$ cat config.mk
export PLATFORM = sky130hd
export DESIGN_NAME = sdw_chan_seq
export DESIGN_NICKNAME = d
export VERILOG_FILES = /design/src/rtl/sdw_pkg.sv /design/src/rtl/sdw_crc8.sv /design/src/rtl/sdw_payload.sv /design/src/rtl/sdw_ack_timer.sv /design/src/rtl/sdw_chan_seq.sv
export SDC_FILE = /design/constraint.sdc
export NUM_CORES = 1
export LEC_CHECK = 0
export BUFFER_PORTS_ARGS = -buffer_cell sky130_fd_sc_hd__buf_2
export CAP_MARGIN = 20
export CORE_MARGIN = 2
export CORE_UTILIZATION = 53
export DETAILED_ROUTE_END_ITERATION = 12
export GPL_TIMING_DRIVEN = 1
export PLACE_DENSITY = 0.84
export SETUP_SLACK_MARGIN = 0.2
export SLEW_MARGIN = 20
export SYNTH_ARGS = -nofsm -noshare
export SYNTH_HDL_FRONTEND = slang
export SYNTH_SLANG_ARGS = --single-unit
export TNS_END_PERCENT = 1
$ cat constraint.sdc
create_clock -name clk -period 3.77 [get_ports clk]
set_clock_uncertainty 0.1 [all_clocks]
set_input_delay 0.1885 -clock clk [delete_from_list [all_inputs] [get_ports clk]]
set_output_delay 0.1885 -clock clk [all_outputs]
set_load 0.01 [all_outputs]
$ cat src/rtl/sdw_pkg.sv
package sdw_pkg;

    typedef enum logic [2:0] {
        S_IDLE,
        S_LOAD,
        S_CRC,
        S_SEND,
        S_WAIT
    } seq_state_t;

    // one byte through CRC-8, polynomial x^8+x^2+x+1, MSB first
    function automatic logic [7:0] crc8_step(input logic [7:0] c, input logic [7:0] d);
        logic [7:0] x;
        x = c ^ d;
        for (int b = 0; b < 8; b++) begin
            x = x[7] ? ((x << 1) ^ 8'h07) : (x << 1);
        end
        return x;
    endfunction

endpackage

$ cat src/rtl/sdw_crc8.sv
module sdw_crc8 (
    input  logic       clk,
    input  logic       rst_n,
    input  logic       clr,
    input  logic       en,
    input  logic [7:0] din,
    output logic [7:0] crc
);
    import sdw_pkg::*;

    always_ff @(posedge clk or negedge rst_n) begin
        if (!rst_n) begin
            crc <= 8'h00;
        end else if (clr) begin
            crc <= 8'h00;
        end else if (en) begin
            crc <= crc8_step(crc, din);
        end
    end
endmodule

$ cat src/rtl/sdw_payload.sv
module sdw_payload #(
    parameter int WORDS  = 4,
    parameter int SLOT_W = 2
) (
    input  logic                    clk,
    input  logic                    rst_n,
    input  logic                    wr_en,
    input  logic [SLOT_W-1:0]       wr_slot,
    input  logic [31:0]             wr_data,
    output logic [WORDS-1:0][31:0]  slots
);
    for (genvar g = 0; g < WORDS; g++) begin : g_slot
        logic [31:0] word_q;
        always_ff @(posedge clk or negedge rst_n) begin
            if (!rst_n) begin
                word_q <= '0;
            end else if (wr_en && (wr_slot == SLOT_W'(g))) begin
                word_q <= wr_data;
            end
        end
        assign slots[g] = word_q;
    end
endmodule

$ cat src/rtl/sdw_ack_timer.sv
module sdw_ack_timer #(
    parameter int TMO_W = 16
) (
    input  logic             clk,
    input  logic             rst_n,
    input  logic             run,
    input  logic [TMO_W-1:0] limit,
    output logic             expired
);
    logic [TMO_W-1:0] cnt_q;

    always_ff @(posedge clk or negedge rst_n) begin
        if (!rst_n) begin
            cnt_q <= '0;
        end else if (!run) begin
            cnt_q <= '0;
        end else if (cnt_q != limit) begin
            cnt_q <= cnt_q + TMO_W'(1);
        end
    end

    assign expired = run && (cnt_q == limit);

    // the timer never fires before it has been running
    p_tmo_needs_run_r8: assert property (@(posedge clk) disable iff (!rst_n)
        expired && (limit != '0) |-> $past(run));
endmodule

$ cat src/rtl/sdw_chan_seq.sv
module sdw_chan_seq #(
    parameter int WORDS = 4,
    parameter int TMO_W = 16,
    parameter int CNT_W = $clog2(WORDS + 1)
) (
    input  logic             clk,
    input  logic             rst_n,
    input  logic             cfg_en,
    input  logic             cfg_dma_assist,
    input  logic             cfg_dma_repeat,
    input  logic             cfg_ack_ie,
    input  logic [CNT_W-1:0] cfg_word_cnt,
    input  logic [7:0]       cfg_hdr,
    input  logic [31:0]      cfg_addr,
    input  logic [TMO_W-1:0] cfg_timeout,
    input  logic             sts_ack_clr,
    input  logic             err_clr,
    output logic             dma_req,
    input  logic             dma_valid,
    input  logic [31:0]      dma_data,
    output logic             tx_valid,
    input  logic             tx_ready,
    output logic [7:0]       tx_data,
    output logic             tx_last,
    input  logic             rx_ack,
    output logic             sts_ack,
    output logic             err_tmo,
    output logic             irq
);
    import sdw_pkg::*;

    localparam int SLOT_W    = (WORDS > 1) ? $clog2(WORDS) : 1;
    localparam int FRAME_LEN = 5 + 4 * WORDS;
    localparam int IDX_W     = $clog2(FRAME_LEN + 1);

    seq_state_t              state_q, state_d;
    logic                    arm_q;
    logic [CNT_W-1:0]        cnt_q, wcnt_q, eff_cnt;
    logic [IDX_W-1:0]        idx_q, body_len;
    logic                    sts_ack_q, err_tmo_q;
    logic                    start, load_last, dma_take, tmo_hit;
    logic [SLOT_W-1:0]       wr_slot, rd_slot;
    logic [IDX_W-1:0]        data_ofs;
    logic [WORDS-1:0][31:0]  slots;
    logic [31:0]             rd_word;
    logic [7:0]              cur_byte, crc_val;

    // ---------------- control decode ----------------
    always_comb begin
        if (cfg_word_cnt == '0) begin
            eff_cnt = CNT_W'(1);
        end else if (cfg_word_cnt > CNT_W'(WORDS)) begin
            eff_cnt = CNT_W'(WORDS);
        end else begin
            eff_cnt = cfg_word_cnt;
        end
    end

    assign start     = (state_q == S_IDLE) && cfg_en && cfg_dma_assist && !arm_q;
    assign dma_take  = (state_q == S_LOAD) && dma_valid;
    assign load_last = dma_take && (wcnt_q == cnt_q - CNT_W'(1));
    assign body_len  = IDX_W'(5) + (IDX_W'(cnt_q) << 2);
    assign wr_slot   = SLOT_W'(cnt_q - CNT_W'(1) - wcnt_q);

    // ---------------- next state ----------------
    always_comb begin
        state_d = state_q;
        unique case (state_q)
            S_IDLE: if (start) state_d = S_LOAD;
            S_LOAD: if (load_last) state_d = S_CRC;
            S_CRC:  if (idx_q == body_len - IDX_W'(1)) state_d = S_SEND;
            S_SEND: if (tx_ready && (idx_q == body_len)) state_d = S_WAIT;
            S_WAIT: begin
                if (rx_ack) begin
                    state_d = cfg_dma_repeat ? S_LOAD : S_IDLE;
                end else if (tmo_hit) begin
                    state_d = S_IDLE;
                end
            end
            default: state_d = S_IDLE;
        endcase
        if ((state_q != S_IDLE) && !cfg_en) begin
            state_d = S_IDLE;
        end
    end

    // ---------------- state register ----------------
    always_ff @(posedge clk or negedge rst_n) begin
        if (!rst_n) begin
            state_q <= S_IDLE;
        end else begin
            state_q <= state_d;
        end
    end

    // ---------------- counters and status ----------------
    always_ff @(posedge clk or negedge rst_n) begin
        if (!rst_n) begin
            arm_q     <= 1'b0;
            cnt_q     <= CNT_W'(1);
            wcnt_q    <= '0;
            idx_q     <= '0;
            sts_ack_q <= 1'b0;
            err_tmo_q <= 1'b0;
        end else begin
            arm_q <= cfg_en && cfg_dma_assist;

            if ((state_d == S_LOAD) && (state_q != S_LOAD)) begin
                cnt_q  <= eff_cnt;
                wcnt_q <= '0;
            end else if (dma_take) begin
                wcnt_q <= wcnt_q + CNT_W'(1);
            end

            if (state_d != state_q) begin
                idx_q <= '0;
            end else if ((state_q == S_CRC) || ((state_q == S_SEND) && tx_ready)) begin
                idx_q <= idx_q + IDX_W'(1);
            end

            if ((state_q == S_WAIT) && rx_ack) begin
                sts_ack_q <= 1'b1;
            end else if (sts_ack_clr) begin
                sts_ack_q <= 1'b0;
            end

            if ((state_q == S_WAIT) && !rx_ack && tmo_hit) begin
                err_tmo_q <= 1'b1;
            end else if (err_clr) begin
                err_tmo_q <= 1'b0;
            end
        end
    end

    // ---------------- frame byte selection ----------------
    always_comb begin
        data_ofs = idx_q - IDX_W'(5);
        rd_slot  = SLOT_W'(IDX_W'(cnt_q) - IDX_W'(1) - (data_ofs >> 2));
        rd_word  = slots[rd_slot];
        if (idx_q == '0) begin
            cur_byte = cfg_hdr;
        end else if (idx_q < IDX_W'(5)) begin
            unique case (idx_q[2:0])
                3'd1:    cur_byte = cfg_addr[31:24];
                3'd2:    cur_byte = cfg_addr[23:16];
                3'd3:    cur_byte = cfg_addr[15:8];
                default: cur_byte = cfg_addr[7:0];
            endcase
        end else begin
            unique case (data_ofs[1:0])
                2'd0:    cur_byte = rd_word[31:24];
                2'd1:    cur_byte = rd_word[23:16];
                2'd2:    cur_byte = rd_word[15:8];
                default: cur_byte = rd_word[7:0];
            endcase
        end
    end

    // ---------------- outputs ----------------
    always_comb begin
        dma_req  = (state_q == S_LOAD);
        tx_valid = (state_q == S_SEND);
        tx_last  = (state_q == S_SEND) && (idx_q == body_len);
        tx_data  = (idx_q == body_len) ? crc_val : cur_byte;
        sts_ack  = sts_ack_q;
        err_tmo  = err_tmo_q;
        irq      = sts_ack_q && cfg_ack_ie;
    end

    // ---------------- sub-blocks ----------------
    sdw_payload #(.WORDS(WORDS), .SLOT_W(SLOT_W)) u_payload (
        .clk     (clk),
        .rst_n   (rst_n),
        .wr_en   (dma_take),
        .wr_slot (wr_slot),
        .wr_data (dma_data),
        .slots   (slots)
    );

    sdw_crc8 u_crc (
        .clk   (clk),
        .rst_n (rst_n),
        .clr   (state_q == S_LOAD),
        .en    (state_q == S_CRC),
        .din   (cur_byte),
        .crc   (crc_val)
    );

    sdw_ack_timer #(.TMO_W(TMO_W)) u_timer (
        .clk     (clk),
        .rst_n   (rst_n),
        .run     (state_q == S_WAIT),
        .limit   (cfg_timeout),
        .expired (tmo_hit)
    );

    // ---------------- assertions ----------------
    // a request only follows an arming edge or a repeat
    p_req_source_r1: assert property (@(posedge clk) disable iff (!rst_n)
        $rose(dma_req) |-> $past(start) || $past(rx_ack && cfg_dma_repeat));

    // no byte is offered before every word is in the slots
    p_tx_after_load_r4: assert property (@(posedge clk) disable iff (!rst_n)
        $rose(tx_valid) |-> (wcnt_q == cnt_q));

    // offered byte held while stalled
    p_tx_hold_r5: assert property (@(posedge clk) disable iff (!rst_n)
        tx_valid && !tx_ready && cfg_en |=> tx_valid && $stable(tx_data));

    // status only rises on an acknowledge
    p_ack_source_r6: assert property (@(posedge clk) disable iff (!rst_n)
        $rose(sts_ack) |-> $past(rx_ack));

    // one-shot mode drops the request after the acknowledge
    p_oneshot_r7: assert property (@(posedge clk) disable iff (!rst_n)
        (state_q == S_WAIT) && rx_ack && !cfg_dma_repeat |=> !dma_req);

    // timeout error only comes from the wait state
    p_tmo_source_r8: assert property (@(posedge clk) disable iff (!rst_n)
        $rose(err_tmo) |-> $past(state_q == S_WAIT));

    // dropping enable idles the channel at the next edge
    p_abort_r9: assert property (@(posedge clk) disable iff (!rst_n)
        !cfg_en |=> !dma_req && !tx_valid);
endmodule

==> impl_metrics.env, run 1 <==
export IMPL_fin_ws_ns=-0.0907
export IMPL_path_clk_slew_ns=0.07
export IMPL_wl_um=24800
export IMPL_critPathLaunchType="flop"
export IMPL_yosysSeqAreaShare_pct=46.5
export IMPL_holdWs_ns=0.0131
export IMPL_ant_nets=0
export IMPL_clock_path_buffers=2
export IMPL_cap_violations=0
export IMPL_status="finished with violations"
export IMPL_fill_cells=1151
export IMPL_power_switching_mw=3.37
export IMPL_avgRoutedWirePerCell_um=21.1
export IMPL_synth_compound_area_share_pct=11.2
export IMPL_setup_tns_final_ns=-0.232
export IMPL_hp_class="in -> reg"
export IMPL_die_y_um=135
export IMPL_power_density_mw_per_mm2=816
export IMPL_cp_required_ns=4.03
export IMPL_yosysWarnings=0
export IMPL_syn_nets=876
export IMPL_synthMuxAreaShare_pct=20.9
export IMPL_netlist_instances=760
export IMPL_pre_cts_slack_ns=-0.196
export IMPL_rows=47
export IMPL_vdd_ir_drop_max_uv=488
export IMPL_grt_max_degree=84
export IMPL_synthArstFlopShare_pct=100
export IMPL_synth_edf_count=0
export IMPL_arrival_ns=4.12
export IMPL_grt_pass1_wl_um=38900
export IMPL_switching_share_pct=35.7
export IMPL_areaGrowthSynthToFinish_pct=27.1
export IMPL_place_gp_congestion=0.920
export IMPL_die_area_mm2=0.0182
export IMPL_gr_total_overflow=0
export IMPL_worst_setup_path_type="reg -> reg"
export IMPL_yosys_area_share_simple_pct=8.30
export IMPL_synth_seq_cells=169
export IMPL_placed_area_mm2=0.0101
export IMPL_comb_power_share_pct=47.6
export IMPL_clk_latency_ns=0.44
export IMPL_syn_area_mm2=0.00910
export IMPL_power_internal_mw=6.06
export IMPL_initial_core_util_pct=54.5
export IMPL_post_route_util_pct=69.2
export IMPL_port_buffers=115
export IMPL_layout_min_cycle_time_ns=3.86
export IMPL_fin_nets=1063
export IMPL_fin_crit_sh_pct=102
export IMPL_core_area_mm2=0.0167
export IMPL_synth_top_family_by_area="multiplexers"
export IMPL_clockRootBuffer="clkbuf_16"
export IMPL_synthXorXnorAreaFrac_pct=8.62
export IMPL_drive_gt1_share_pct=39.9
export IMPL_slew_viol_final=0
export IMPL_viasPerCell=6.12
export IMPL_endpoint_kind="flop"
export IMPL_finalSetupViolations=7
export IMPL_leakage_nw=5.24
export IMPL_io_pins=116
export IMPL_via_count=7214
export IMPL_cts_buffers=17
export IMPL_timing_slew_headroom_pct=53.4
export IMPL_avgSynthCellArea_um2=12.0
export IMPL_hold_viol=0
export IMPL_cp_max_fo=8
export IMPL_seq_power_share_pct=33.0
export IMPL_dp_hpwl_um=16200
export IMPL_drtIter0Drc=753
export IMPL_fin_area_mm2=0.0116
export IMPL_route_detailed_drc=0
export IMPL_rsz0062_at_grt="yes"
export IMPL_worst_pin_slew_ns=0.699
export IMPL_clkPwrFrac_pct=19.4
export IMPL_antenna_found_initial=0
export IMPL_grtUsageTotal_pct=27.8
export IMPL_synth_distinct_cells=72
export IMPL_cts_tree="yes"
export IMPL_n_antenna_cell=0
export IMPL_first_pass_iters=6
export IMPL_grt_pass1_vias=7339
export IMPL_violations="setup timing"
export IMPL_fmax_ghz=0.259
export IMPL_synth_fa_ha_area_share_pct=1.92
export IMPL_die_w_um=135
export IMPL_synth_flop_cell="dfrtp_1"
export IMPL_htree_num_levels=4
export IMPL_cts_sinks=169
-- logic make-up (layout without fill, tap and decap cells) --
family / count (synthesis) / after routing
AO/OA/AOI/OAI: 129 / 129
XOR/XNOR: 68 / 68
adder cells (fa/ha/maj): 14 / 14
buffers and inverters: 56 / 255
flip-flops: 169 / 169
multiplexers: 165 / 165
AND/OR/NAND/NOR: 159 / 159
-- power groups by stage --
stage | sequential [mW] | clock [mW] | combinational [mW]
after global routing | 3.18 | 1.92 | 4.78
after CTS | 3.07 | 1.84 | 4.37
after detailed placement | 3.08 | 0 | 3.75
after floorplan | 2.90 | 0 | 2.86
after global placement | 3.03 | 0 | 3.60
final | 3.11 | 1.83 | 4.49
-- area by class of cell --
class                   count  area (um2)  share of cell area [%]
inverters                  16        65.1                   0.563
flip-flops and latches    169        4230                    36.6
multi-input cells         535        4860                    42.1
well taps                 220         275                    2.38
clock inverters            12         165                    1.43
clock buffers              19         443                    3.83
repair buffers            208        1520                    13.1
-- path summary, 6_finish.rpt --
path                                                              to  slack (ns)  depth (start not counted)                                       from
min                                             cnt_q[0]$_DFFE_PN1P_        0.01                          5                            cfg_word_cnt[0]
min reg2reg                u_payload.g_slot[3].word_q[5]$_DFFE_PN0P_        0.41                          1  u_payload.g_slot[3].word_q[5]$_DFFE_PN0P_
max reg2reg                                 u_crc.crc[6]$_DFFE_PN0P_       -0.09                         12                       idx_q[0]$_DFFE_PN0P_
min in group asynchronous               u_timer.cnt_q[7]$_DFFE_PN0N_        0.15                          2                                      rst_n
max in group asynchronous                       idx_q[1]$_DFFE_PN0P_        2.49                          3                                      rst_n
max                                         u_crc.crc[6]$_DFFE_PN0P_       -0.09                         12                       idx_q[0]$_DFFE_PN0P_
-- per-stage QoR --
| stage | power [mW] | cells |
|---|---|---|
| final | 9.43 | 1179 |
| after global routing | 9.88 | 1179 |
| after CTS | 9.28 | 1179 |
| after detailed placement | 6.82 | 1088 |
| after global placement | 6.64 | 1088 |
| after floorplan | 5.76 | 760 |
-- state kept, by name, indices dropped and copies added (netlist names) --
| name | flops |
|---|---|
| u_payload.g_slot.word_q | 128 |
| u_timer.cnt_q | 16 |
| u_crc.crc | 8 |
| idx_q | 5 |
| cnt_q | 3 |
| state_q | 3 |
| wcnt_q | 3 |
| arm_q | 1 |
| err_tmo | 1 |
| sts_ack | 1 |
-- cells in the mapped netlist, drive strengths merged, types with 9 or more instances --
cell    count  area share, %
a21oi      19            1.0
a222oi     20            2.2
a22oi      14            1.2
and3        9           0.62
buf        15           0.89
clkbuf     25            1.0
dfrtp     168             46
ha         14            1.9
inv        15           0.62
mux2      136             17
mux2i      23            2.5
nand2      42            1.7
nand3      18           0.99
nor2       46            1.9
nor3       11           0.60
nor4        9           0.62
o211ai     10           0.88
o21ai      14           0.81
xnor2      19            2.2
xnor3       9            2.2
xor2       38            3.7
-- layout by cell type, fill, tap and decap left out, types with 10 or more instances in the layout --
cell	Yosys	layout
a21oi_1	19	15
a222oi_1	20	20
a22oi_1	13	13
buf_2	2	112
buf_4	2	39
clkbuf_16	0	17
dfrtp_1	168	166
dlygate4sd3_1	0	43
ha_1	14	12
inv_1	15	13
mux2_2	132	130
mux2i_1	23	21
nand2_1	42	42
nand3_1	18	18
nor2_1	46	46
o21ai_0	10	10
xnor2_1	16	15
xor2_1	38	35
-- worst max-delay path, cell delays in order, from the launching register on --
cell	delay, ns
dfrtp_2	0.42
inv_4	0.07
buf_4	0.12
ha_1	0.14
nor2b_1	0.54
a222oi_1	0.14
o21ai_1	0.45
o32ai_1	0.16
a211o_1	0.31
a22oi_2	0.29
xnor3_1	0.52
or4_4	0.46
o21ai_2	0.08
-- metal layers --
layer / global-route usage (%) / part of all wire [%]
met5: 0 / 0
met4: 11.6 / 3.2
met3: 5.29 / 7.2
met2: 46.3 / 49
met1: 35.9 / 41
-- what timing repair did --
| item | 4_1_cts | 5_1_grt |
|---|---|---|
| hold endpoints to repair | 181 | 0 |
| endpoints found under the setup margin | 16 | 16 |
| hold buffers | 43 | 0 |
| buffers inserted | 16 | 0 |
| gates cloned | 1 | 0 |
| gates resized for setup | 38 | 7 |
| pin swaps | 24 | 10 |
Note: power is estimated with default switching activity, not from simulation.
==> run 2: changes to the inputs <==
Settings changed: HOLD_SLACK_MARGIN from default to 0.03, SYNTH_HIERARCHICAL from default to 1.
==> run 2 against run 1 <==
Effect of this change: the flow still finishes with violations (setup timing); combinational power increased by 25%; worst setup slack gained 0.0094 ns; via count is 1.0% higher; sequential power down 1%; hold slack gained 0.057 ns; clock power barely moved; register-to-register slack about the same; maximum frequency is 0.24% higher; global-route usage fell by 1.5 points; flip-flop and latch count stayed put; cell count unchanged; largest cell class unchanged; largest power group unchanged; highest routed layer unchanged.
==> impl_metrics.env, run 2 <==
export IMPL_status="finished with violations"
export IMPL_violations="setup timing"
export IMPL_grtUsageTotal_pct=26.3
export IMPL_die_w_um=136
export IMPL_grt_pass1_wl_um=37400
export IMPL_die_area_mm2=0.0184
export IMPL_drive_gt1_share_pct=39.9
export IMPL_multi_input_area_mm2=0.00490
export IMPL_reg_top3="u_payload/g_slot.word_q (128), u_timer/cnt_q (16), u_crc/crc (8)"
export IMPL_port_buffers=115
export IMPL_place_gp_congestion=0.949
export IMPL_placed_cells=1091
export IMPL_clockRootBuffer="clkbuf_16"
export IMPL_fin_crit_sh_pct=102
export IMPL_yosysWarnings=6
export IMPL_cp_max_fo=7
export IMPL_fill_cells=1223
export IMPL_areaGrowthSynthToFinish_pct=25.7
export IMPL_final_cell_mix="dfrtp_1 (167), mux2_2 (140), buf_2 (114)"
export IMPL_yosysMostFrequentCell="dfrtp_1"
export IMPL_avgRoutedWirePerCell_um=20.8
export IMPL_worst_pin_slew_ns=0.988
export IMPL_whs_path_depth=3
export IMPL_rows=48
export IMPL_first_pass_iters=5
export IMPL_drtIter0Drc=899
export IMPL_fin_area_mm2=0.0116
export IMPL_hold_viol=0
export IMPL_via_count=7289
export IMPL_htree_num_levels=4
export IMPL_cp_required_ns=4.03
export IMPL_io_pins=116
export IMPL_syn_nets=873
export IMPL_reg2reg_depth=15
export IMPL_initial_core_util_pct=53.7
export IMPL_ff_latch_area_mm2=0.00423
export IMPL_syn_area_mm2=0.00920
export IMPL_finalSetupViolations=4
export IMPL_final_common_cell="dfrtp_1"
export IMPL_crit_start="idx_q[0]$_DFFE_PN0P_"
export IMPL_endpoint_kind="flop"
export IMPL_cts_sinks=169
export IMPL_arrival_ns=4.11
export IMPL_largest_register="u_payload/g_slot.word_q"
export IMPL_cap_violations=0
export IMPL_clock_path_buffers=2
export IMPL_leakage_nw=5.13
export IMPL_layout_min_cycle_time_ns=3.85
export IMPL_holdWs_ns=0.0696
export IMPL_yosysTopAreaCell="dfrtp_1"
export IMPL_synth_commonest_cells="dfrtp_1 (168), mux2_2 (141), a222oi_1 (37)"
export IMPL_netlist_instances=757
export IMPL_grt_pass1_vias=7101
export IMPL_ant_nets=0
export IMPL_gr_total_overflow=0
export IMPL_critPathLaunchType="flop"
export IMPL_netlist_top_cells_area="dfrtp_1 (46%), mux2_2 (17%), a222oi_1 (4.0%), mux2i_1 (3.6%), xnor2_1 (3.2%)"
export IMPL_wl_um=24500
export IMPL_fin_nets=1056
export IMPL_synth_edf_count=0
export IMPL_path_clk_slew_ns=0.07
export IMPL_antenna_found_initial=1
export IMPL_rr_startpoint="idx_q[0]$_DFFE_PN0P_"
export IMPL_power_density_mw_per_mm2=908
export IMPL_vdd_ir_drop_max_uv=484
export IMPL_route_detailed_drc=0
export IMPL_synth_distinct_cells=75
export IMPL_power_mw=10.5
export IMPL_hp_class="in -> reg"
export IMPL_synthArstFlopShare_pct=100
export IMPL_worst_setup_path_type="reg -> reg"
export IMPL_instances_no_fill=1179
export IMPL_fmax_ghz=0.260
export IMPL_grt_max_degree=104
export IMPL_pre_cts_slack_ns=-0.240
export IMPL_timing_slew_headroom_pct=34.2
export IMPL_slew_viol_final=0
export IMPL_dp_hpwl_um=15800
export IMPL_yosysSeqAreaShare_pct=46.0
export IMPL_synth_seq_cells=169
export IMPL_synth_flop_cell="dfrtp_1"
export IMPL_fin_ws_ns=-0.0813
export IMPL_min_delay_start="rx_ack"
export IMPL_yosysTopAreaCellShare_pct=45.7
export IMPL_rsz0062_at_grt="yes"
export IMPL_clk_latency_ns=0.43
export IMPL_placed_area_mm2=0.0102
export IMPL_viasPerCell=6.18
export IMPL_avgSynthCellArea_um2=12.1
export IMPL_cts_buffers=17
export IMPL_cts_tree="yes"
export IMPL_die_y_um=136
export IMPL_core_area_mm2=0.0171
export IMPL_largest_register_ffs=128
run 2: final timing paths:
path	to	slack (ns)
hold / removal	state_q[2]$_DFF_PN0_	0.07
setup reg to reg	u_crc/crc[2]$_DFFE_PN0P_	-0.08
min in group asynchronous	arm_q$_DFF_PN0_	0.31
max in group asynchronous	u_payload/g_slot[2].word_q[10]$_DFFE_PN0P_	2.36
hold reg to reg	u_payload/g_slot[1].word_q[27]$_DFFE_PN0P_	0.41
setup / recovery	u_crc/crc[2]$_DFFE_PN0P_	-0.08
run 2: kinds of logic after synthesis:
group,share of synthesized area (%)
AND/OR/NAND/NOR,8.30
AO/OA/AOI/OAI,12.3
flip-flops,46.0
adder cells (fa/ha/maj),2.01
multiplexers,22.0
XOR/XNOR,6.56
buffers and inverters,2.88
run 2: per-stage QoR:
stage	TNS, ns	utilization, %
final	-0.173	67.5
after CTS	0	66.6
after global placement	-0.0199	59.7
after global routing	-0.683	67.5
after floorplan	-0.407	-
after detailed placement	-0.605	59.7
run 2: layout make-up:
type	count	share of cell area [%]
multi-input cells	529	42.4
flip-flops and latches	169	36.6
repair buffers	208	12.8
clock buffers	22	4.02
well taps	225	2.44
clock inverters	10	1.22
inverters	15	0.509
diodes	1	0.0216
run 2: timing repair:
action,CTS,global route
hold buffers,41,0
setup endpoints to repair,16,16
buffers inserted,6,7
cloned,0,1
pin swaps,9,14
hold endpoints to repair,233,0
gates resized for setup,17,17
run 2: power by group:
part / total, mW / switching (mW) / internal (mW) / leakage [nW]
Sequential: 3.07 / 0.483 / 2.58 / 2.11
Clock: 1.80 / 0.720 / 1.08 / 0.291
Combinational: 5.63 / 2.62 / 3.02 / 2.73
run 2: critical path, cell delays in order, from the launching register on:
cell     delay, ns
dfrtp_2       0.44
inv_4         0.08
ha_4          0.14
xor2_2        0.18
ha_4          0.16
xnor3_2       0.31
xnor2_4       0.18
buf_12        0.15
buf_8         0.13
mux2i_1       0.13
a22o_1        0.23
o32a_1        0.40
xnor2_2       0.19
xnor3_1       0.45
or3_4         0.35
a21oi_2       0.15
run 2: routing by layer:
layer  GRT usage [%]  vias to the layer above  routed length [um]
met1            35.2                     3651               10200
met5               0                        -                   0
met4            8.62                        0                 644
li1                -                     3249                   -
met3            5.84                       58                1790
met2            42.9                      331               11900
